**config.mk**
```make
export PLATFORM = sky130hd
export DESIGN_NAME = burst_sampler
export DESIGN_NICKNAME = d
export VERILOG_FILES = /design/src/rtl/burst_pkg.sv /design/src/rtl/edge_sync.sv /design/src/rtl/burst_gate.sv /design/src/rtl/ring_ptr.sv /design/src/rtl/burst_sampler.sv
export SDC_FILE = /design/constraint.sdc
export NUM_CORES = 1
export LEC_CHECK = 0
export BUFFER_PORTS_ARGS = -buffer_cell sky130_fd_sc_hd__clkbuf_2
export CORE_ASPECT_RATIO = 1.5
export CORE_MARGIN = 3
export CORE_UTILIZATION = 45
export DETAILED_ROUTE_END_ITERATION = 10
export HOLD_SLACK_MARGIN = 0.12
export PLACE_DENSITY_LB_ADDON = 0.2
export SLEW_MARGIN = 20
export SYNTH_ARGS = -nofsm -noshare
export SYNTH_HDL_FRONTEND = slang
export SYNTH_SLANG_ARGS = --single-unit
export TNS_END_PERCENT = 20
```
**constraint.sdc**
```tcl
create_clock -name clk -period 2.44 [get_ports clk]
set_input_delay 0.488 -clock clk [delete_from_list [all_inputs] [get_ports clk]]
set_output_delay 0.488 -clock clk [all_outputs]
set_load 0.05 [all_outputs]
```
**src/rtl/burst_pkg.sv**
```systemverilog
// Shared types for the burst sampler.
// Assumes: exactly two banks, selected by a single bit above the offset.
package burst_pkg;

    typedef enum logic {
        BANK_A = 1'b0,
        BANK_B = 1'b1
    } bank_e;

    localparam int NUM_BANKS = 2;

endpackage

```
**src/rtl/edge_sync.sv**
```systemverilog
// Brings one asynchronous line into the clock domain and flags its rising edges.
// Assumes: the line stays at each level for at least STAGES+1 clocks, so no
// edge is lost. Synchronous active-low reset clears every flop to 0.
module edge_sync #(
    parameter int STAGES = 2
) (
    input  logic clk,
    input  logic rst_n,
    input  logic async_i,
    output logic rise_o
);

    logic [STAGES-1:0] chain_q;
    logic              prev_q;

    // Shift the raw line through the synchronizer chain.
    always_ff @(posedge clk) begin
        if (!rst_n) chain_q <= '0;
        else        chain_q <= {chain_q[STAGES-2:0], async_i};
    end

    // Keep last cycle's synchronized level for edge comparison.
    always_ff @(posedge clk) begin
        if (!rst_n) prev_q <= 1'b0;
        else        prev_q <= chain_q[STAGES-1];
    end

    assign rise_o = chain_q[STAGES-1] & ~prev_q;

endmodule

```
**src/rtl/burst_gate.sv**
```systemverilog
// Decides which strobe edges become captures: a burst of BURST_LEN captures,
// then idle until a re-arm edge. Re-arm during a burst is ignored.
// Assumes: edge inputs are single-cycle pulses from edge_sync.
module burst_gate #(
    parameter int BURST_LEN = 192
) (
    input  logic clk,
    input  logic rst_n,
    input  logic samp_rise_i,
    input  logic rearm_rise_i,
    output logic capture_o,
    output logic last_o
);

    localparam int CNT_W = (BURST_LEN > 1) ? $clog2(BURST_LEN) : 1;
    localparam logic [CNT_W-1:0] LAST_CNT = CNT_W'(BURST_LEN - 1);

    logic             active_q;
    logic [CNT_W-1:0] cnt_q;

    assign capture_o = samp_rise_i & active_q;
    assign last_o    = capture_o & (cnt_q == LAST_CNT);

    // Track burst activity: start armed, stop on last capture, restart on idle re-arm.
    always_ff @(posedge clk) begin
        if (!rst_n)                      active_q <= 1'b1;
        else if (last_o)                 active_q <= 1'b0;
        else if (!active_q && rearm_rise_i) active_q <= 1'b1;
    end

    // Count captures within the current burst.
    always_ff @(posedge clk) begin
        if (!rst_n)         cnt_q <= '0;
        else if (last_o)    cnt_q <= '0;
        else if (capture_o) cnt_q <= cnt_q + 1'b1;
    end


    active_hold_chk: assert property (@(posedge clk) disable iff (!rst_n)
        (active_q && !samp_rise_i) |=> (active_q && $stable(cnt_q)));


    idle_hold_chk: assert property (@(posedge clk) disable iff (!rst_n)
        (!active_q && !rearm_rise_i) |=> !active_q);


    rearm_start_chk: assert property (@(posedge clk) disable iff (!rst_n)
        (!active_q && rearm_rise_i) |=> (active_q && cnt_q == '0));

endmodule

```
**src/rtl/ring_ptr.sv**
```systemverilog
// Write pointer over two banks of BANK_DEPTH words. Advances once per capture,
// flags the bank it leaves, and wraps from the top of bank B to bank A offset 0.
// Assumes: reset is the only way to rewind it.
module ring_ptr
    import burst_pkg::*;
#(
    parameter int BANK_DEPTH = 256
) (
    input  logic                          clk,
    input  logic                          rst_n,
    input  logic                          adv_i,
    output logic [$clog2(BANK_DEPTH):0]   addr_o,
    output logic [NUM_BANKS-1:0]          full_o
);

    localparam int OFF_W = $clog2(BANK_DEPTH);
    localparam logic [OFF_W-1:0] TOP_OFF = OFF_W'(BANK_DEPTH - 1);

    bank_e            bank_q;
    logic [OFF_W-1:0] off_q;
    logic             at_top;

    assign at_top = (off_q == TOP_OFF);
    assign addr_o = {bank_q, off_q};

    // Per-bank flag for the write landing on the last offset of that bank.
    for (genvar b = 0; b < NUM_BANKS; b++) begin : g_full
        assign full_o[b] = adv_i & at_top & (bank_q == bank_e'(b));
    end

    // Step offset, flipping bank at the top of each bank.
    always_ff @(posedge clk) begin
        if (!rst_n) begin
            bank_q <= BANK_A;
            off_q  <= '0;
        end else if (adv_i) begin
            if (at_top) begin
                bank_q <= (bank_q == BANK_A) ? BANK_B : BANK_A;
                off_q  <= '0;
            end else begin
                off_q  <= off_q + 1'b1;
            end
        end
    end


    ptr_hold_chk: assert property (@(posedge clk) disable iff (!rst_n)
        !adv_i |=> $stable(addr_o));


    wrap_chk: assert property (@(posedge clk) disable iff (!rst_n)
        (adv_i && bank_q == BANK_B && at_top) |=> (addr_o == '0));

endmodule

```
**src/rtl/burst_sampler.sv**
```systemverilog
// Top: synchronizes the strobe and re-arm lines, gates strobe edges into
// bursts, and drives a registered memory write port with bank/burst flags.
// Assumes: data_i is stable for 3 clocks after a strobe rising edge.
module burst_sampler
    import burst_pkg::*;
#(
    parameter int DATA_W     = 8,
    parameter int BANK_DEPTH = 256,
    parameter int BURST_LEN  = 192
) (
    input  logic                          clk,
    input  logic                          rst_n,
    input  logic                          samp_i,
    input  logic                          rearm_i,
    input  logic [DATA_W-1:0]             data_i,
    output logic                          wr_en_o,
    output logic [$clog2(BANK_DEPTH):0]   wr_addr_o,
    output logic [DATA_W-1:0]             wr_data_o,
    output logic [NUM_BANKS-1:0]          bank_full_o,
    output logic                          burst_done_o
);

    localparam int OFF_W  = $clog2(BANK_DEPTH);
    localparam int ADDR_W = OFF_W + 1;
    localparam int N_LINES = 2;

    logic [N_LINES-1:0] raw_lines;
    logic [N_LINES-1:0] rises;
    logic               capture, last;
    logic [ADDR_W-1:0]  cur_addr;
    logic [NUM_BANKS-1:0] cur_full;

    assign raw_lines = {rearm_i, samp_i};

    // One synchronizer and edge detector per asynchronous line.
    for (genvar i = 0; i < N_LINES; i++) begin : g_sync
        edge_sync #(.STAGES(2)) u_sync (
            .clk     (clk),
            .rst_n   (rst_n),
            .async_i (raw_lines[i]),
            .rise_o  (rises[i])
        );
    end

    burst_gate #(.BURST_LEN(BURST_LEN)) u_gate (
        .clk          (clk),
        .rst_n        (rst_n),
        .samp_rise_i  (rises[0]),
        .rearm_rise_i (rises[1]),
        .capture_o    (capture),
        .last_o       (last)
    );

    ring_ptr #(.BANK_DEPTH(BANK_DEPTH)) u_ptr (
        .clk    (clk),
        .rst_n  (rst_n),
        .adv_i  (capture),
        .addr_o (cur_addr),
        .full_o (cur_full)
    );

    // Register the write port and flags so they leave the block glitch-free.
    always_ff @(posedge clk) begin
        if (!rst_n) begin
            wr_en_o      <= 1'b0;
            wr_addr_o    <= '0;
            wr_data_o    <= '0;
            bank_full_o  <= '0;
            burst_done_o <= 1'b0;
        end else begin
            wr_en_o      <= capture;
            bank_full_o  <= cur_full;
            burst_done_o <= last;
            if (capture) begin
                wr_addr_o <= cur_addr;
                wr_data_o <= data_i;
            end
        end
    end


    reset_quiet_chk: assert property (@(posedge clk)
        !rst_n |=> (!wr_en_o && !burst_done_o && bank_full_o == '0));


    done_with_write_chk: assert property (@(posedge clk) disable iff (!rst_n)
        burst_done_o |-> wr_en_o);


    full_onehot_chk: assert property (@(posedge clk) disable iff (!rst_n)
        $onehot0(bank_full_o));


    full_at_top_chk: assert property (@(posedge clk) disable iff (!rst_n)
        (bank_full_o != '0) |-> (wr_en_o && wr_addr_o[OFF_W-1:0] == OFF_W'(BANK_DEPTH - 1)));


    single_write_chk: assert property (@(posedge clk) disable iff (!rst_n)
        wr_en_o |=> !wr_en_o);

endmodule

```
Word level (Yosys, flattened, before mapping) --
Index checks and enable logic that the tools add are counted.
Cells by class: add/subtract/negate cells 2, eq/ne operators 2, muxes and demuxes 4, bitwise operators 11, reduce and logical (&&, ||, !) cells 5
Operators with widths (number):
- 8-bit by 1-bit adder with 8-bit output, second input constant | 2
- 8-bit == test, second input constant | 2
- 8-bit two-way mux | 1
- 1-bit AND | 7
- 1-bit inverter | 4
- 1-bit two-way mux | 3
- 2-bit AND reduction | 1
- 2-bit nonzero test | 1
- 2-bit OR reduction | 1
- 1-bit logical AND | 1
- 1-bit logical NOT | 1
Word-level totals: bits in registers 45, bits of input ports 12, word-level logic and storage cells 37

Logic depth before layout (Yosys ltp) --
Gate-level depths: netlist (run 1).
word-level depth 5, mapped depth 5, depth with buffers taken out 4

Modules after synthesis --
Synthesis (run 1) repeated with hierarchy kept, for this count alone.
Unflattened totals: cells, all modules 171, area, all modules 1791.7 µm²
By module, submodules not included:
- burst_sampler | times used 1, cells an instance 63, area an instance 762.0 µm²
- ring_ptr | times used 1, cells an instance 48, area an instance 436.7 µm²
- burst_gate | times used 1, cells an instance 46, area an instance 407.9 µm²
- edge_sync | times used 2, cells an instance 7, area an instance 92.6 µm²

Worst setup path before layout (run 1) --
No wires, ideal clock.
path type register -> register, from register u_ptr.off_q[0], to register u_ptr.off_q[6], library setup time 0.070 ns, arrival 1.326 ns, data required time 2.370 ns, slack 1.043 ns, stages on the path, launching flop included 5, buffers on the path 0, period minus slack after synthesis 1.397 ns, cells stage by stage dfxtp_1 -> ha_1 -> nand4b_4 -> or4_1 -> a21oi_1
On the way: cells in the longest elaborated chain, start to end 2, elaborated cells on any way between the ends 3
Ends and longest elaborated chain:
- from (decl) | line ring_ptr.sv:20 | logic [OFF_W-1:0] off_q;
- from (signal assigned) | line ring_ptr.sv:41 | off_q <= off_q + 1'b1;
- 8-bit by 1-bit adder with 8-bit output / 8-bit == test (equally long branches) | line ring_ptr.sv:41, ring_ptr.sv:23
- 8-bit two-way mux * | line ring_ptr.sv:37 | if (at_top) begin
Mark *: on every way between the ends. The rest lies on a longest branch, timed or not. A chain may end at the register's enable or synchronous reset.

Worst setup path after layout (run 1) --
from register u_gate.active_q, to register u_gate.cnt_q[2]
On the way: cells in the longest elaborated chain, start to end 3
Ends and longest elaborated chain:
- from (decl) | line burst_gate.sv:18 | logic active_q;
- from (signal assigned) | line burst_gate.sv:26 | if (!rst_n) active_q <= 1'b1;
- from (signal assigned) | line burst_gate.sv:27 | else if (last_o) active_q <= 1'b0;
- from (signal assigned) | line burst_gate.sv:28 | else if (!active_q && rearm_rise_i) active_q <= 1'b1;
- 1-bit AND * | line burst_gate.sv:21 | assign capture_o = samp_rise_i & active_q;
- 1-bit AND | line burst_gate.sv:22 | assign last_o = capture_o & (cnt_q == LAST_CNT);
- 2-bit OR reduction (no line)
- to (signal assigned) | line burst_gate.sv:35 | else if (capture_o) cnt_q <= cnt_q + 1'b1;
- to (decl) | line burst_gate.sv:19 | logic [CNT_W-1:0] cnt_q;
Marked as above.

==> results of run 1 <==
state kept, by name, summed over array words and instances, names as in the netlist:
name / count
u_gate.cnt_q: 8
wr_addr_o: 9
u_gate.active_q: 1
g_sync.u_sync.chain_q: 4
bank_full_o: 2
wr_en_o: 1
u_ptr.off_q: 8
g_sync.u_sync.prev_q: 2
burst_done_o: 1
wr_data_o: 8
u_ptr.bank_q: 1
through the flow:
| stage | setup WS, ps | utilization (%) |
|---|---|---|
| after CTS | 714 | 54.2 |
| final | 732 | 54.2 |
| after detailed placement | 727 | 51.9 |
| after global routing | 549 | 54.2 |
| after global placement | 739 | 51.9 |
| after floorplan | 1040 | - |
report_power, final:
part / switching, W / total (W) / internal [W]
Sequential: 0.00000878 / 0.000754 / 0.000745
Clock: 0.000227 / 0.000452 / 0.000225
Combinational: 0.0000487 / 0.0000716 / 0.0000228
Total: 0.000285 / 0.00128 / 0.000993
cell type report:
class	count	area (um^2)
Clock buffer	7	86.3
Fill cell	374	1700
Inverter	3	11.3
Multi-Input combinational cell	136	793
Sequential cell	45	901
Tap cell	43	53.8
Timing Repair Buffer	33	168
critical path, stage by stage (launching register included):
cell and delay [ps]:
dfxtp_1 520, nand3b_4 320, o41ai_4 640, nor2_1 100
per-layer routing:
metal	GRT usage, %	vias up	share of wire [%]
met3	4.35	7	4.3
li1	-	728	-
met2	30.5	25	53
met4	8.12	0	1.9
met5	0	-	0
met1	17.3	657	41
kinds of logic after synthesis:
kind of cell               count (synthesis)  synth area share, %
AOI/OAI and AO/OA                         43                 14.8
xor gates and xnor gates                   4                 2.00
adders and majority gates                  2                 1.43
buffers and inverters                     12                 3.08
DFF                                       45                 51.5
muxes                                      1                0.573
and+or+nand+nor                           86                 26.6
final timing paths:
path | end | slack (ps) | cells past startpoint
setup / recovery | u_gate.cnt_q[2] | 730 | 3
hold / removal | g_sync[1].u_sync.chain_q[0] | 400 | 2
hold reg to reg | g_sync[1].u_sync.chain_q[1] | 440 | 1
setup reg to reg | u_gate.cnt_q[2] | 730 | 3
cells in the final DEF, fill, tap and decap left out, drive strengths merged:
cell type / n
nand3b: 1
ha: 2
nand2b: 1
o31ai: 5
nand4: 2
or4: 3
a21oi: 29
and3b: 1
nand4b: 5
inv: 3
o21ai: 7
or3: 6
and2: 8
mux2i: 1
dfxtp: 45
xnor2: 2
nand2: 43
nor2: 7
xor2: 2
nor3b: 1
nor3: 1
nand3: 5
buf: 1
o41ai: 1
nor4: 1
clkbuf: 39
o32a: 1
and3: 1
==> results.md, run 1 <==
- CP Launch Type: register
- Vias: 1417
- Post-Route WL: between 3000 and 4000 um
- Antenna viol nets, final: 0
- Outcome: finished clean
- H-tree depth: 2
- CTS tree: yes
- Final period util: 70.0%
- Area share of the largest cell type after synthesis: about half
- Ys flop type: dfxtp_1
- Pre-antenna DRT Iters: 4
- Cell variety after synth: 34
- Worst Skew: ~4.8 ps
- Core Area: 3720 um^2
- Max_cap viols: 0
- Most frequent cell after synthesis: dfxtp_1
- Diodes inserted: 0
- PortBufs: 32
- Min cycle time layout: between 1500 and 2000 ps
- HPWL Detailed: 2320 um
- CTS sink cnt: 45
- Synthesized cell area: roughly 1700 um^2
- CTS max path bufs: 2
- Cell Rows: 27
- DRT iter0 DRCs: 23
- Syn_nets: 207
- Initial antenna violation count: 0
- Worst hold margin: 403 ps
- First-pass GRT wire length: 6060 um
- WP data arrival: ~1900 ps
- Clk pin slew, worst setup/hold paths: about 80 ps
- Post-synthesis sequential area ratio: 51.5%
- Critical path type: register to register
- Post-synth ARST share: 0%
- Setup_tns: 0 ps
- Worst R2R Start: u_gate.active_q
- Die height: 82.3 um
- Wire per inst: between 10 and 15 um
- Number of primary I/O pins: 33
- GRT overflow: 0
- VDD IR max: 532 uV
- Pwr Density: 634 nW/um^2
- Root Driver: clkbuf_8
- Synth Instances: 193
- Final-report hold violation count: 0
- Synth top area cells: dfxtp_1 (52%), nand2_1 (9.2%), a21oi_1 (8.0%), and2_1 (2.9%), o31ai_1 (2.1%)
- Worst Setup End Kind: register
- CTS resizes: 0
- RSZ-0062 raised after global routing: no
- Initial core utilization: 47.0%
- Via count of the first global-routing pass: 1386
- Dominant cell type by area after synthesis: dfxtp_1
- Final setup viols: 0
- Hold buffers post-CTS: 0
- Synth top cells by count: dfxtp_1 (45), nand2_1 (43), a21oi_1 (28)
- Ys Warns: 0
- Worst skew pair latency: a little under 300 ps
- Placed Area: between 1500 and 2000 um^2
- Vias per inst: approximately 5.3
- Largest net degree at the start of global routing: 29
- TritonCTS buffer count: 5
- Die area: 4680 um^2
- Gr usage total: 16.6%
- Leak: 0.756 nW
- DIE WIDTH: 56.9 um
- Hold path start: rearm_i
- RD Place Congestion: 0.753
- Count of flip-flops with a built-in enable after synthesis: 0
- Synthesized flop and latch total: 45
- Min-Delay Path Class: primary input to register
- Max Clk Rate: 586 MHz
- Slew Limit Fails: 0
- DP Cell Count: 260
- Worst slew margin: around 53%
- Slew @ Worst Pin: 711 ps
- Area grow syn2layout: 15.2%
- Non-Filler Instances: 267
- Start point of the critical path: u_gate.active_q
- DRC: 0
- Power Total: about 0.0013 W
- CP required: 2610 ps
- Max FO, Critical Path: 28
- Share of cells above drive strength 1: 20.1%
- Nets: 238
- Postcts setup bufs: 0
- Final Instance Area: roughly 2000 um^2
- Average size of a mapped cell: 9.06 um^2
(Power assumes the default switching activity.)
==> inputs of run 2 (changes only) <==
- clock period: 2.44 -> 1.8 ns (I/O delays scaled with it)
==> run 2 against run 1 <==
  * Sequential share of layout area down 0.66 points
  * Worst setup slack worse by 470 ps
  * Hold slack lost 120 ps
  * Clock power grew 46%
  * Sequential power grew 35%
  * Final area up 1.5%
  * Critical path depth grew 1
  * Fmax rose by 11%
  * Non-clock buffer count is 2 higher
  * Total power increased by 39%
  * First-iteration DRC count decreased by 43%
  * Flip-flop and latch count did not move
==> results.md, run 2 (synthesis results as in run 1) <==
- CP required: 2010 ps
- CP delay by family, top: simple AND/OR/NAND/NOR gates
- Outcome: finished clean
- Share of cells above drive strength 1: 21.6%
- TritonCTS buffer count: 5
- Flop pwr share: between 50% and 60%
- Combinational share of power: 5.6%
- Worst skew pair latency: about 290 ps
- DRC: 0
- Max Clk Rate: about 650 MHz
- CTS sink cnt: 45
- Gr usage total: 15.4%
- Hold path start: rearm_i
- GRT overflow: 0
- Setup_tns: 0 ps
- Worst R2R Start: u_ptr.off_q[0]
- Vias: 1419
- Initial antenna violation count: 0
- Clk pin slew, worst setup/hold paths: 90 ps
- VDD IR max: 701 uV
- Worst Setup End Kind: register
- Nets: 240
- Post-Route WL: ~3300 um
- Hold buffers post-CTS: 0
- WP depth: 4
- First-pass GRT wire length: 5730 um
- RD Place Congestion: 0.732
- Slew @ Worst Pin: 531 ps
- Initial core utilization: 47.0%
- Final setup viols: 0
- Switching part of the total: 21.9%
- Commonest non-fill, non-tap cell in the layout: dfxtp_1
- Core Area: 3720 um^2
- Min cycle time layout: 1540 ps
- Max FO, Critical Path: 8
- Final Instance Area: about 2000 um^2
- Root Driver: clkbuf_8
- Cell depth of the worst hold path: 2
- Max_cap viols: 0
- Slowest stage cell, crit path: or4_1
- Diodes inserted: 0
- Placed Area: 1940 um^2
- CP Launch Type: register
- DP Cell Count: 262
- Postcts setup bufs: 0
- Switch Pwr: between 0.0003 and 0.0004 W
- PortBufs: 32
- HPWL Detailed: 2360 um
- DRT iter0 DRCs: 13
- Cell-by-cell trace of the critical path: ha_1, nand4b_4, or4_1, a21oi_1
- Min-Delay Path Class: primary input to register
- Wire per inst: 12.3 um
- Via count of the first global-routing pass: 1299
- Top reg by flops: wr_addr_o
- Int Pwr: 0.00139 W
- Reg2reg setup slack: 260 ps
- CTS tree: yes
- Worst r2r dst: u_ptr.off_q[6]
- Die area: 4680 um^2
- Antenna viol nets, final: 0
- Max reg flops: 9
- Most frequent cells in the layout: dfxtp_1 (45), nand2_1 (43), clkbuf_2 (32), a21oi_1 (28), and2_1 (8)
- Critical path type: register to register
- Area grow syn2layout: 16.9%
- Non-Filler Instances: 270
- Vias per inst: 5.26
- # fillers: 356
- Leak: 0.775 nW
- H-tree depth: 2
- RSZ-0062 raised after global routing: no
- WP data arrival: about 1800 ps
- Final period util: 85.7%
- Worst Skew: roughly 12 ps
- DIE WIDTH: 56.9 um
- Worst path bufs/invs: 0
- Clk pwr share: 37.0%
- Worst slew margin: 64.5%
- Pre-antenna DRT Iters: 4
- Cell Rows: 27
- Reg2reg path depth: 4
- Number of primary I/O pins: 33
- Final-report hold violation count: 0
- CTS max path bufs: 2
- Pwr Density: 871 nW/um^2
- Largest stage delay, worst path: 500 ps
- Hold path endpoint: g_sync[1].u_sync.chain_q[0]
- Largest net degree at the start of global routing: 24
- CTS resizes: 0
- Slew Limit Fails: 0
- Die height: ~80 um
==> run 2: cell types whose count changed in the layout (fill, tap and decap cells not counted) <==
cell and delta:
buf_4 +2, clkbuf_1 -1, clkbuf_8 +1, clkinv_2 +1
==> run 2: metrics by stage <==
stage	hold slack (ps)	setup slack, ps	utilization [%]	power (W)
2_1_floorplan	412	403	-	0.00111
3_3_place_gp	427	302	52.3	0.00115
3_5_place_dp	419	284	52.3	0.00115
4_1_cts	283	251	55.0	0.00180
5_1_grt	289	91.4	55.0	0.00185
6_report	286	257	55.0	0.00178
==> run 2: worst max-delay path by stage <==
stage	slack [ps]	end	startpoint
5_1_grt	90	bank_full_o[0]	u_ptr.off_q[0]
6_report	260	u_ptr.off_q[6]	u_ptr.off_q[0]
3_5_place_dp	280	u_gate.cnt_q[0]	u_gate.active_q
3_3_place_gp	300	bank_full_o[0]	u_ptr.off_q[0]
4_1_cts	250	u_ptr.off_q[6]	u_ptr.off_q[0]
2_1_floorplan	400	u_ptr.off_q[6]	u_ptr.off_q[0]
==> run 2: power groups by stage <==
stage	sequential (W)	combinational (W)	clock [W]
after CTS	0.00102	0.000102	0.000679
final	0.00102	0.0000999	0.000658
after detailed placement	0.00105	0.000102	0
after floorplan	0.00107	0.0000483	0
after global routing	0.00102	0.000112	0.000713
after global placement	0.00105	0.000102	0
==> run 2: layer usage <==
metal | GRT usage (%) | vias up | part of all wire (%)
met5 | 0 | - | 0
met4 | 3.48 | 0 | 0.69
met3 | 3.89 | 2 | 2.9
met2 | 29.4 | 25 | 52
met1 | 16.9 | 661 | 44
li1 | - | 731 | -
==> run 2: worst register-to-register path, stage by stage (launching register included) <==
cell and delay [ps]:
dfxtp_1 410, ha_1 230, nand4b_4 170, or4_1 500, a21oi_1 160
==> run 2: area by class of cell <==
| cell class | count | area (um^2) | area share, % |
|---|---|---|---|
| Clock buffer | 7 | 96.3 | 4.72 |
| Clock inverter | 1 | 5.00 | 0.245 |
| Inverter | 3 | 11.3 | 0.551 |
| Multi-Input combinational cell | 136 | 793 | 38.8 |
| Sequential cell | 45 | 901 | 44.1 |
| Tap cell | 43 | 53.8 | 2.63 |
| Timing Repair Buffer | 35 | 183 | 8.94 |
